## config.mk

```make
export PLATFORM = sky130hd
export DESIGN_NAME = spdEeprom
export DESIGN_NICKNAME = d
export VERILOG_FILES = /design/src/rtl/spd_pkg.sv /design/src/rtl/spdSync.sv /design/src/rtl/spdBusCtrl.sv /design/src/rtl/spdDatapath.sv /design/src/rtl/spdEeprom.sv
export SDC_FILE = /design/constraint.sdc
export NUM_CORES = 2
export LEC_CHECK = 0
export BUFFER_PORTS_ARGS = -buffer_cell sky130_fd_sc_hd__clkbuf_2
export CAP_MARGIN = 20
export CORE_ASPECT_RATIO = 1.75
export CORE_UTILIZATION = 62
export DETAILED_ROUTE_END_ITERATION = 6
export PLACE_DENSITY = 0.78
export SLEW_MARGIN = 20
export SYNTH_ARGS = -nofsm -noshare
export SYNTH_HDL_FRONTEND = slang
export SYNTH_HIERARCHICAL = 1
export SYNTH_SLANG_ARGS = --single-unit
```

## constraint.sdc

```tcl
create_clock -name clk -period 7.1 [get_ports clk]
set_input_delay 0 -clock clk [delete_from_list [all_inputs] [get_ports clk]]
set_output_delay 0 -clock clk [all_outputs]
set_load 0.01 [all_outputs]
```

## src/rtl/spd_pkg.sv

```systemverilog
package spd_pkg;

  localparam int BYTE_W = 8;
  localparam int HEAD_MAX = 8;

  // Strobes issued by the bus controller to the storage datapath.
  typedef struct packed {
    logic shiftRx;
    logic loadPtr;
    logic writeMem;
    logic loadTx;
    logic shiftTx;
  } busStrb_t;

  typedef enum logic [3:0] {
    S_IDLE,
    S_DEV,
    S_DEVACK,
    S_ADDR,
    S_ADDRACK,
    S_DATA,
    S_DATAACK,
    S_TX,
    S_TXACK,
    S_WAIT
  } busState_t;

  function automatic logic [BYTE_W-1:0] headByte(int idx, logic [BYTE_W*HEAD_MAX-1:0] head,
                                                  int headLen);
    if (idx < headLen && idx < HEAD_MAX) return head[BYTE_W*idx +: BYTE_W];
    return '0;
  endfunction

  // Reset image: parameter header, zero padding, checksum byte, erased upper half.
  function automatic logic [BYTE_W-1:0] imageByte(int idx, logic [BYTE_W*HEAD_MAX-1:0] head,
                                                   int headLen, int csumPos, int lowerLen,
                                                   logic [BYTE_W-1:0] fill);
    logic [BYTE_W-1:0] sumV;
    sumV = '0;
    if (idx >= lowerLen) return fill;
    if (idx == csumPos) begin
      for (int k = 0; k < HEAD_MAX; k++) begin
        if (k < csumPos) sumV = sumV + headByte(k, head, headLen);
      end
      return sumV;
    end
    if (idx < csumPos) return headByte(idx, head, headLen);
    return '0;
  endfunction

endpackage

```

## src/rtl/spdSync.sv

```systemverilog
module spdSync #(
  parameter int STAGES = 2,
  parameter logic RESET_VAL = 1'b1
) (
  input  logic clk,
  input  logic rstN,
  input  logic din,
  output logic dout
);

  logic [STAGES-1:0] stageQ;

  generate
    if (STAGES == 1) begin : g_single
      always_ff @(posedge clk or negedge rstN) begin
        if (!rstN) stageQ <= {STAGES{RESET_VAL}};
        else       stageQ <= din;
      end
    end else begin : g_chain
      always_ff @(posedge clk or negedge rstN) begin
        if (!rstN) stageQ <= {STAGES{RESET_VAL}};
        else       stageQ <= {stageQ[STAGES-2:0], din};
      end
    end
  endgenerate

  assign dout = stageQ[STAGES-1];

endmodule

```

## src/rtl/spdBusCtrl.sv

```systemverilog
module spdBusCtrl
  import spd_pkg::*;
#(
  parameter int DEV_W = 7
) (
  input  logic              clk,
  input  logic              rstN,
  input  logic              sclQ,
  input  logic              sdaQ,
  input  logic [DEV_W-1:0]  devAddr,
  input  logic [BYTE_W-1:0] rxByte,
  input  logic              txBit,
  output busStrb_t          strb,
  output logic              sdaPullLow,
  output logic              stopEvt,
  output logic              fsmIdle
);

  localparam int CNT_W = $clog2(BYTE_W + 1);

  busState_t        stateQ, stateD;
  logic [CNT_W-1:0] cntQ, cntD;
  logic             rwQ, rwD;
  logic             mAckQ, mAckD;
  logic             sclP, sdaP;
  logic             sclRise, sclFall, startEvt, byteDone;

  always_ff @(posedge clk or negedge rstN) begin
    if (!rstN) begin
      sclP <= 1'b1;
      sdaP <= 1'b1;
    end else begin
      sclP <= sclQ;
      sdaP <= sdaQ;
    end
  end

  always_comb begin
    sclRise  = sclQ & ~sclP;
    sclFall  = ~sclQ & sclP;
    startEvt = sclQ & sclP & sdaP & ~sdaQ;
    stopEvt  = sclQ & sclP & ~sdaP & sdaQ;
    byteDone = (cntQ == CNT_W'(BYTE_W));
  end

  always_comb begin
    stateD = stateQ;
    cntD   = cntQ;
    rwD    = rwQ;
    mAckD  = mAckQ;
    strb   = '0;
    if (stopEvt) begin
      stateD = S_IDLE;
      cntD   = '0;
    end else if (startEvt) begin
      stateD = S_DEV;
      cntD   = '0;
    end else begin
      case (stateQ)
        S_DEV, S_ADDR, S_DATA: begin
          if (sclRise && !byteDone) begin
            strb.shiftRx = 1'b1;
            cntD         = cntQ + CNT_W'(1);
          end else if (sclFall && byteDone) begin
            cntD = '0;
            if (stateQ == S_DEV) begin
              if (rxByte[BYTE_W-1:1] == devAddr) begin
                rwD    = rxByte[0];
                stateD = S_DEVACK;
              end else begin
                stateD = S_WAIT;
              end
            end else if (stateQ == S_ADDR) begin
              strb.loadPtr = 1'b1;
              stateD       = S_ADDRACK;
            end else begin
              strb.writeMem = 1'b1;
              stateD        = S_DATAACK;
            end
          end
        end
        S_DEVACK: begin
          if (sclFall) begin
            if (rwQ) begin
              strb.loadTx = 1'b1;
              stateD      = S_TX;
            end else begin
              stateD = S_ADDR;
            end
          end
        end
        S_ADDRACK: if (sclFall) stateD = S_DATA;
        S_DATAACK: if (sclFall) stateD = S_WAIT;
        S_TX: begin
          if (sclRise) begin
            cntD = cntQ + CNT_W'(1);
          end else if (sclFall) begin
            if (byteDone) begin
              cntD   = '0;
              stateD = S_TXACK;
            end else begin
              strb.shiftTx = 1'b1;
            end
          end
        end
        S_TXACK: begin
          if (sclRise) begin
            mAckD = ~sdaQ;
          end else if (sclFall) begin
            if (mAckQ) begin
              strb.loadTx = 1'b1;
              stateD      = S_TX;
            end else begin
              stateD = S_WAIT;
            end
          end
        end
        default: ;
      endcase
    end
  end

  always_ff @(posedge clk or negedge rstN) begin
    if (!rstN) begin
      stateQ <= S_IDLE;
      cntQ   <= '0;
      rwQ    <= 1'b0;
      mAckQ  <= 1'b0;
    end else begin
      stateQ <= stateD;
      cntQ   <= cntD;
      rwQ    <= rwD;
      mAckQ  <= mAckD;
    end
  end

  always_comb begin
    sdaPullLow = (stateQ == S_DEVACK) || (stateQ == S_ADDRACK) || (stateQ == S_DATAACK) ||
                 ((stateQ == S_TX) && !txBit);
    fsmIdle    = (stateQ == S_IDLE);
  end

endmodule

```

## src/rtl/spdDatapath.sv

```systemverilog
module spdDatapath
  import spd_pkg::*;
#(
  parameter int                         DEPTH      = 256,
  parameter int                         CSUM_POS   = 63,
  parameter logic [BYTE_W*HEAD_MAX-1:0] HEAD_BYTES = '0,
  parameter int                         HEAD_LEN   = 0,
  parameter logic [BYTE_W-1:0]          UPPER_FILL = 8'hFF,
  localparam int                        ADDR_W     = $clog2(DEPTH)
) (
  input  logic              clk,
  input  logic              rstN,
  input  busStrb_t          strb,
  input  logic              sdaQ,
  input  logic              lockReq,
  output logic [BYTE_W-1:0] rxByte,
  output logic              txBit,
  output logic              checksumBad,
  output logic [ADDR_W-1:0] curPtr,
  output logic              lockedQ
);

  localparam int LOWER_LEN = DEPTH / 2;

  logic [BYTE_W-1:0] memQ [DEPTH];
  logic [ADDR_W-1:0] ptrQ;
  logic [BYTE_W-1:0] rxQ, txQ;
  logic [BYTE_W-1:0] sumC;
  logic              wrAllowed;
  logic              badQ;

  // Upper half is always open; lower half closes on the lock, even one arriving now.
  assign wrAllowed = ptrQ[ADDR_W-1] | ~(lockedQ | lockReq);

  always_ff @(posedge clk or negedge rstN) begin
    if (!rstN) begin
      for (int i = 0; i < DEPTH; i++) begin
        memQ[i] <= imageByte(i, HEAD_BYTES, HEAD_LEN, CSUM_POS, LOWER_LEN, UPPER_FILL);
      end
    end else if (strb.writeMem && wrAllowed) begin
      memQ[ptrQ] <= rxQ;
    end
  end

  always_ff @(posedge clk or negedge rstN) begin
    if (!rstN) begin
      ptrQ    <= '0;
      rxQ     <= '0;
      txQ     <= '1;
      lockedQ <= 1'b0;
      badQ    <= 1'b0;
    end else begin
      lockedQ <= lockedQ | lockReq;
      badQ    <= (sumC != memQ[CSUM_POS]);
      if (strb.shiftRx) rxQ <= {rxQ[BYTE_W-2:0], sdaQ};
      if (strb.loadPtr) begin
        ptrQ <= rxQ[ADDR_W-1:0];
      end else if (strb.writeMem) begin
        ptrQ <= ptrQ + ADDR_W'(1);
      end else if (strb.loadTx) begin
        ptrQ <= ptrQ + ADDR_W'(1);
      end
      if (strb.loadTx)       txQ <= memQ[ptrQ];
      else if (strb.shiftTx) txQ <= {txQ[BYTE_W-2:0], 1'b1};
    end
  end

  always_comb begin
    sumC = '0;
    for (int k = 0; k < CSUM_POS; k++) sumC = sumC + memQ[k];
  end

  assign rxByte      = rxQ;
  assign txBit       = txQ[BYTE_W-1];
  assign checksumBad = badQ;
  assign curPtr      = ptrQ;

endmodule

```

## src/rtl/spdEeprom.sv

```systemverilog
module spdEeprom
  import spd_pkg::*;
#(
  parameter int                         DEPTH       = 256,
  parameter int                         CSUM_POS    = 63,
  parameter int                         SYNC_STAGES = 2,
  parameter logic [3:0]                 DEV_PREFIX  = 4'b1010,
  parameter logic [BYTE_W*HEAD_MAX-1:0] HEAD_BYTES  = 64'h0000_000A_0D07_0880,
  parameter int                         HEAD_LEN    = 5,
  parameter logic [BYTE_W-1:0]          UPPER_FILL  = 8'hFF
) (
  input  logic       clk,
  input  logic       rstN,
  input  logic       sclIn,
  input  logic       sdaIn,
  input  logic [2:0] strapAddr,
  input  logic       lockReq,
  output logic       sdaPullLow,
  output logic       checksumBad
);

  localparam int ADDR_W = $clog2(DEPTH);
  localparam int DEV_W  = 7;

  logic              sclQ, sdaQ;
  busStrb_t          strb;
  logic [BYTE_W-1:0] rxByte;
  logic              txBit;
  logic [ADDR_W-1:0] curPtr;
  logic              lockedQ;
  logic              stopEvt, fsmIdle;
  logic [DEV_W-1:0]  devAddr;

  assign devAddr = {DEV_PREFIX, strapAddr};

  spdSync #(.STAGES(SYNC_STAGES), .RESET_VAL(1'b1)) u_sclSync (
    .clk(clk), .rstN(rstN), .din(sclIn), .dout(sclQ)
  );

  spdSync #(.STAGES(SYNC_STAGES), .RESET_VAL(1'b1)) u_sdaSync (
    .clk(clk), .rstN(rstN), .din(sdaIn), .dout(sdaQ)
  );

  spdBusCtrl #(.DEV_W(DEV_W)) u_ctrl (
    .clk(clk), .rstN(rstN), .sclQ(sclQ), .sdaQ(sdaQ), .devAddr(devAddr),
    .rxByte(rxByte), .txBit(txBit), .strb(strb), .sdaPullLow(sdaPullLow),
    .stopEvt(stopEvt), .fsmIdle(fsmIdle)
  );

  spdDatapath #(
    .DEPTH(DEPTH), .CSUM_POS(CSUM_POS), .HEAD_BYTES(HEAD_BYTES),
    .HEAD_LEN(HEAD_LEN), .UPPER_FILL(UPPER_FILL)
  ) u_data (
    .clk(clk), .rstN(rstN), .strb(strb), .sdaQ(sdaQ), .lockReq(lockReq),
    .rxByte(rxByte), .txBit(txBit), .checksumBad(checksumBad),
    .curPtr(curPtr), .lockedQ(lockedQ)
  );

endmodule

```

==> results.py <==
metrics = {
    "placement": {
        "place.detailed.hpwl_um": 192600,
        "globalplace.congestion": 0.8781,
        "portBuffers": 9,
    },
    "synthesis": {
        "syn_inst": 6870,
        "yosys_warnings": 6,
        "synthesis.area_um2": 106600,
        "syn_avg_cell_area_um2": 15.52,
    },
    "worst_setup_path": {
        "r2r_setup_slack_ps": 190,
        "critPathMaxFanout": 3,
        "critical_path_class": "reg2reg",
        "r2r-end": "u_data/checksumBad$_DFF_PN0_",
        "worstPathArrival_ps": 7610,
        "startpoint_type": "register",
        "worst_r2r_path_depth": 18,
        "crit_path_end_kind": "register",
        "r2r_start": "u_data/memQ[1830]$_DFFE_PN0P_",
        "required_ps": 7790,
    },
    "hold_path": {
        "holdCritPathClass": "in2reg",
        "hold_path_depth": 5,
        "hold_end": "u_ctrl/stateQ[0]$_DFFE_PN0P_",
        "hp-start": "strapAddr[1]",
    },
    "power_and_ir_drop": {
        "power_uw": 26880,
        "vdd_drop_max_mv": 0.2795,
        "p_per_area_nw_per_um2": 233.6,
        "p_leak_uw": 0.04881,
    },
    "floorplanning": {
        "core_um2": 171000,
        "dieArea_um2": 173700,
        "rows": 201,
        "die_h_um": 550.7,
        "initial_core_util_pct": 62.36,
        "io_pins": 10,
        "die_w_um": 315.5,
    },
    "timing": {
        "skew_ps": 42.12,
        "rsz0062_at_grt": "false",
        "slew_headroom_pct": 18.40,
        "worst_pin_slew_ps": 1213,
        "hold_viol": 0,
        "timing.fmax_mhz": 144.6,
        "setup_viol": 0,
        "min_period_over_period_pct": 97.37,
        "fin_crit_ps": 6914,
        "holdWs_ps": 214.5,
        "setup_tns_ps": 0,
        "drv_slew": 0,
    },
    "grt": {
        "grt_start_max_net_pins": 198,
        "gr-total-overflow": 0,
        "grt_usage_pct": 34.07,
        "grt_pass1_wl_um": 433600,
        "grt_pass1_vias": 66319,
        "antenna_found_initial": 9,
    },
    "status": {
        "status": "complete, no violations",
    },
    "layout": {
        "syn2layout_area_growth_pct": 7.899,
        "num-fill-cells": 11636,
        "final_nets": 7145,
        "drive_above_1_share_pct": 60.61,
    },
    "detailed_routing": {
        "drc": 0,
        "drtIter0Drc": 4525,
        "ant_nets": 0,
        "avgRoutedWirePerCell_um": 31.47,
        "firstDrtPassIters": 5,
        "route.vias.total": 60431,
        "avgViaCountPerCell": 6.634,
        "wl_um": 286700,
    },
    "clock_tree": {
        "cts_tree": "built",
        "cts_root_buffer": "clkbuf_16",
        "clk_latency_ps": 850,
        "path_clk_slew_ps": 70,
        "numCtsBuffers": 197,
        "cts_buffer_depth": 4,
        "h-tree-depth": 4,
        "clkSinkCount": 2090,
    },
    "flow_run": {
        "drv_cap": 0,
    },
}
==> flip-flops by register name, summed over array words and instances (netlist names) <==
| signal | cells |
|---|---|
| u_data/checksumBad | 1 |
| u_data/rxByte | 8 |
| u_data/curPtr | 8 |
| u_ctrl/mAckQ | 1 |
| u_data/memQ | 2048 |
| u_ctrl/sclP | 1 |
| u_ctrl/stateQ | 4 |
| u_ctrl/cntQ | 4 |
| u_ctrl/rwQ | 1 |
| u_ctrl/sdaP | 1 |
| u_sdaSync/stageQ | 2 |
| u_data/txQ | 8 |
| u_data/lockedQ | 1 |
| u_sclSync/stageQ | 2 |
==> power breakdown <==
part	total, uW	internal, uW	leakage (uW)	switching, uW
combinational	3810	1030	0.0203	2780
clock	10500	5910	0.00316	4620
sequential	12500	12000	0.0253	508
total	26900	19000	0.0488	7910
==> routing by layer <==
metal | vias to the layer above | part of all wire (%) | GRT usage [%]
met5 | - | 0.019 | 0
met4 | 8 | 9.4 | 26.56
met3 | 920 | 5.0 | 5.101
met2 | 2049 | 51 | 57.43
met1 | 32946 | 34 | 39.00
li1 | 24508 | - | -
==> layout by cell type, fill, tap and decap left out, types with 8 or more instances in the layout <==
| cell | count |
|---|---|
| a22oi_1 | 85 |
| ha_1 | 48 |
| nor2_1 | 104 |
| a21oi_1 | 63 |
| a22o_1 | 19 |
| dfrtp_4 | 12 |
| xnor2_1 | 123 |
| buf_12 | 21 |
| and2_2 | 12 |
| dfstp_2 | 1052 |
| clkinv_2 | 38 |
| mux2_2 | 2065 |
| nor3_1 | 15 |
| clkbuf_8 | 43 |
| clkbuf_16 | 199 |
| nand2_1 | 260 |
| clkbuf_1 | 46 |
| buf_4 | 87 |
| inv_1 | 324 |
| mux2i_1 | 19 |
| o22ai_1 | 10 |
| a221oi_1 | 18 |
| xor2_1 | 25 |
| nor2b_1 | 9 |
| fa_1 | 369 |
| nand3_1 | 19 |
| dfrtp_1 | 1023 |
| clkbuf_2 | 8 |
| o21ai_0 | 24 |
| bufinv_16 | 8 |
| mux4_2 | 576 |
| dlygate4sd3_1 | 10 |
==> worst max-delay path, cell delays in order (launching register included) <==
cell and delay, ps:
dfrtp_1 450, fa_1 500, inv_1 60, fa_1 490, fa_1 600, fa_1 600
fa_1 500, fa_1 690, fa_1 480, fa_1 460, fa_1 400, xnor2_1 150
xnor2_1 240, xnor2_1 160, xnor2_1 160, xnor2_1 160, xnor3_1 410, xnor2_1 160
nand4_1 90
==> layout make-up <==
cell class                      instances  area, um2  area share, %
Clock inverter                         64      616.8         0.5361
Tap cell                             2233       2794          2.428
Clock buffer                          288       5744          4.992
Sequential cell                      2090      53670          46.64
Timing Repair Buffer                  127       1241          1.079
Multi-Input combinational cell       3979      49780          43.26
Antenna cell                            3      7.507       0.006524
Inverter                              325       1220          1.060
==> metrics by stage <==
stage | cells | utilization, % | setup WS (ps) | cell area, um2
4_1_cts | 9105 | 67.27 | 194.0 | 115000
3_5_place_dp | 8742 | 63.48 | 229.3 | 108600
6_report | 9109 | 67.29 | 186.4 | 115100
5_1_grt | 9108 | 67.29 | 38.13 | 115100
2_1_floorplan | 6872 | - | 685.3 | 106700
3_3_place_gp | 8741 | 63.48 | 323.2 | 108600
==> repair_timing <==
action | 4_1_cts | 5_1_grt
setup buffers | 0 | 0
setup endpoints to repair | 0 | 0
endpoints found under the hold margin | 601 | 0
hold buffers | 11 | 0
gates resized for setup | 0 | 0
==> worst max path at each step <==
stage	from	to	slack, ps	depth (start not counted)
6_report	u_data/memQ[1830]$_DFFE_PN0P_	u_data/checksumBad$_DFF_PN0_	190	18
3_5_place_dp	u_data/memQ[1830]$_DFFE_PN0P_	u_data/checksumBad$_DFF_PN0_	230	18
2_1_floorplan	u_data/memQ[1954]$_DFFE_PN0P_	u_data/checksumBad$_DFF_PN0_	690	21
3_3_place_gp	u_data/memQ[1790]$_DFFE_PN0P_	u_data/checksumBad$_DFF_PN0_	320	18
4_1_cts	u_data/memQ[1814]$_DFFE_PN0P_	u_data/checksumBad$_DFF_PN0_	190	18
5_1_grt	u_data/memQ[1934]$_DFFE_PN0P_	u_data/checksumBad$_DFF_PN0_	40	18
No activity file was read; power rests on OpenSTA's default activity.
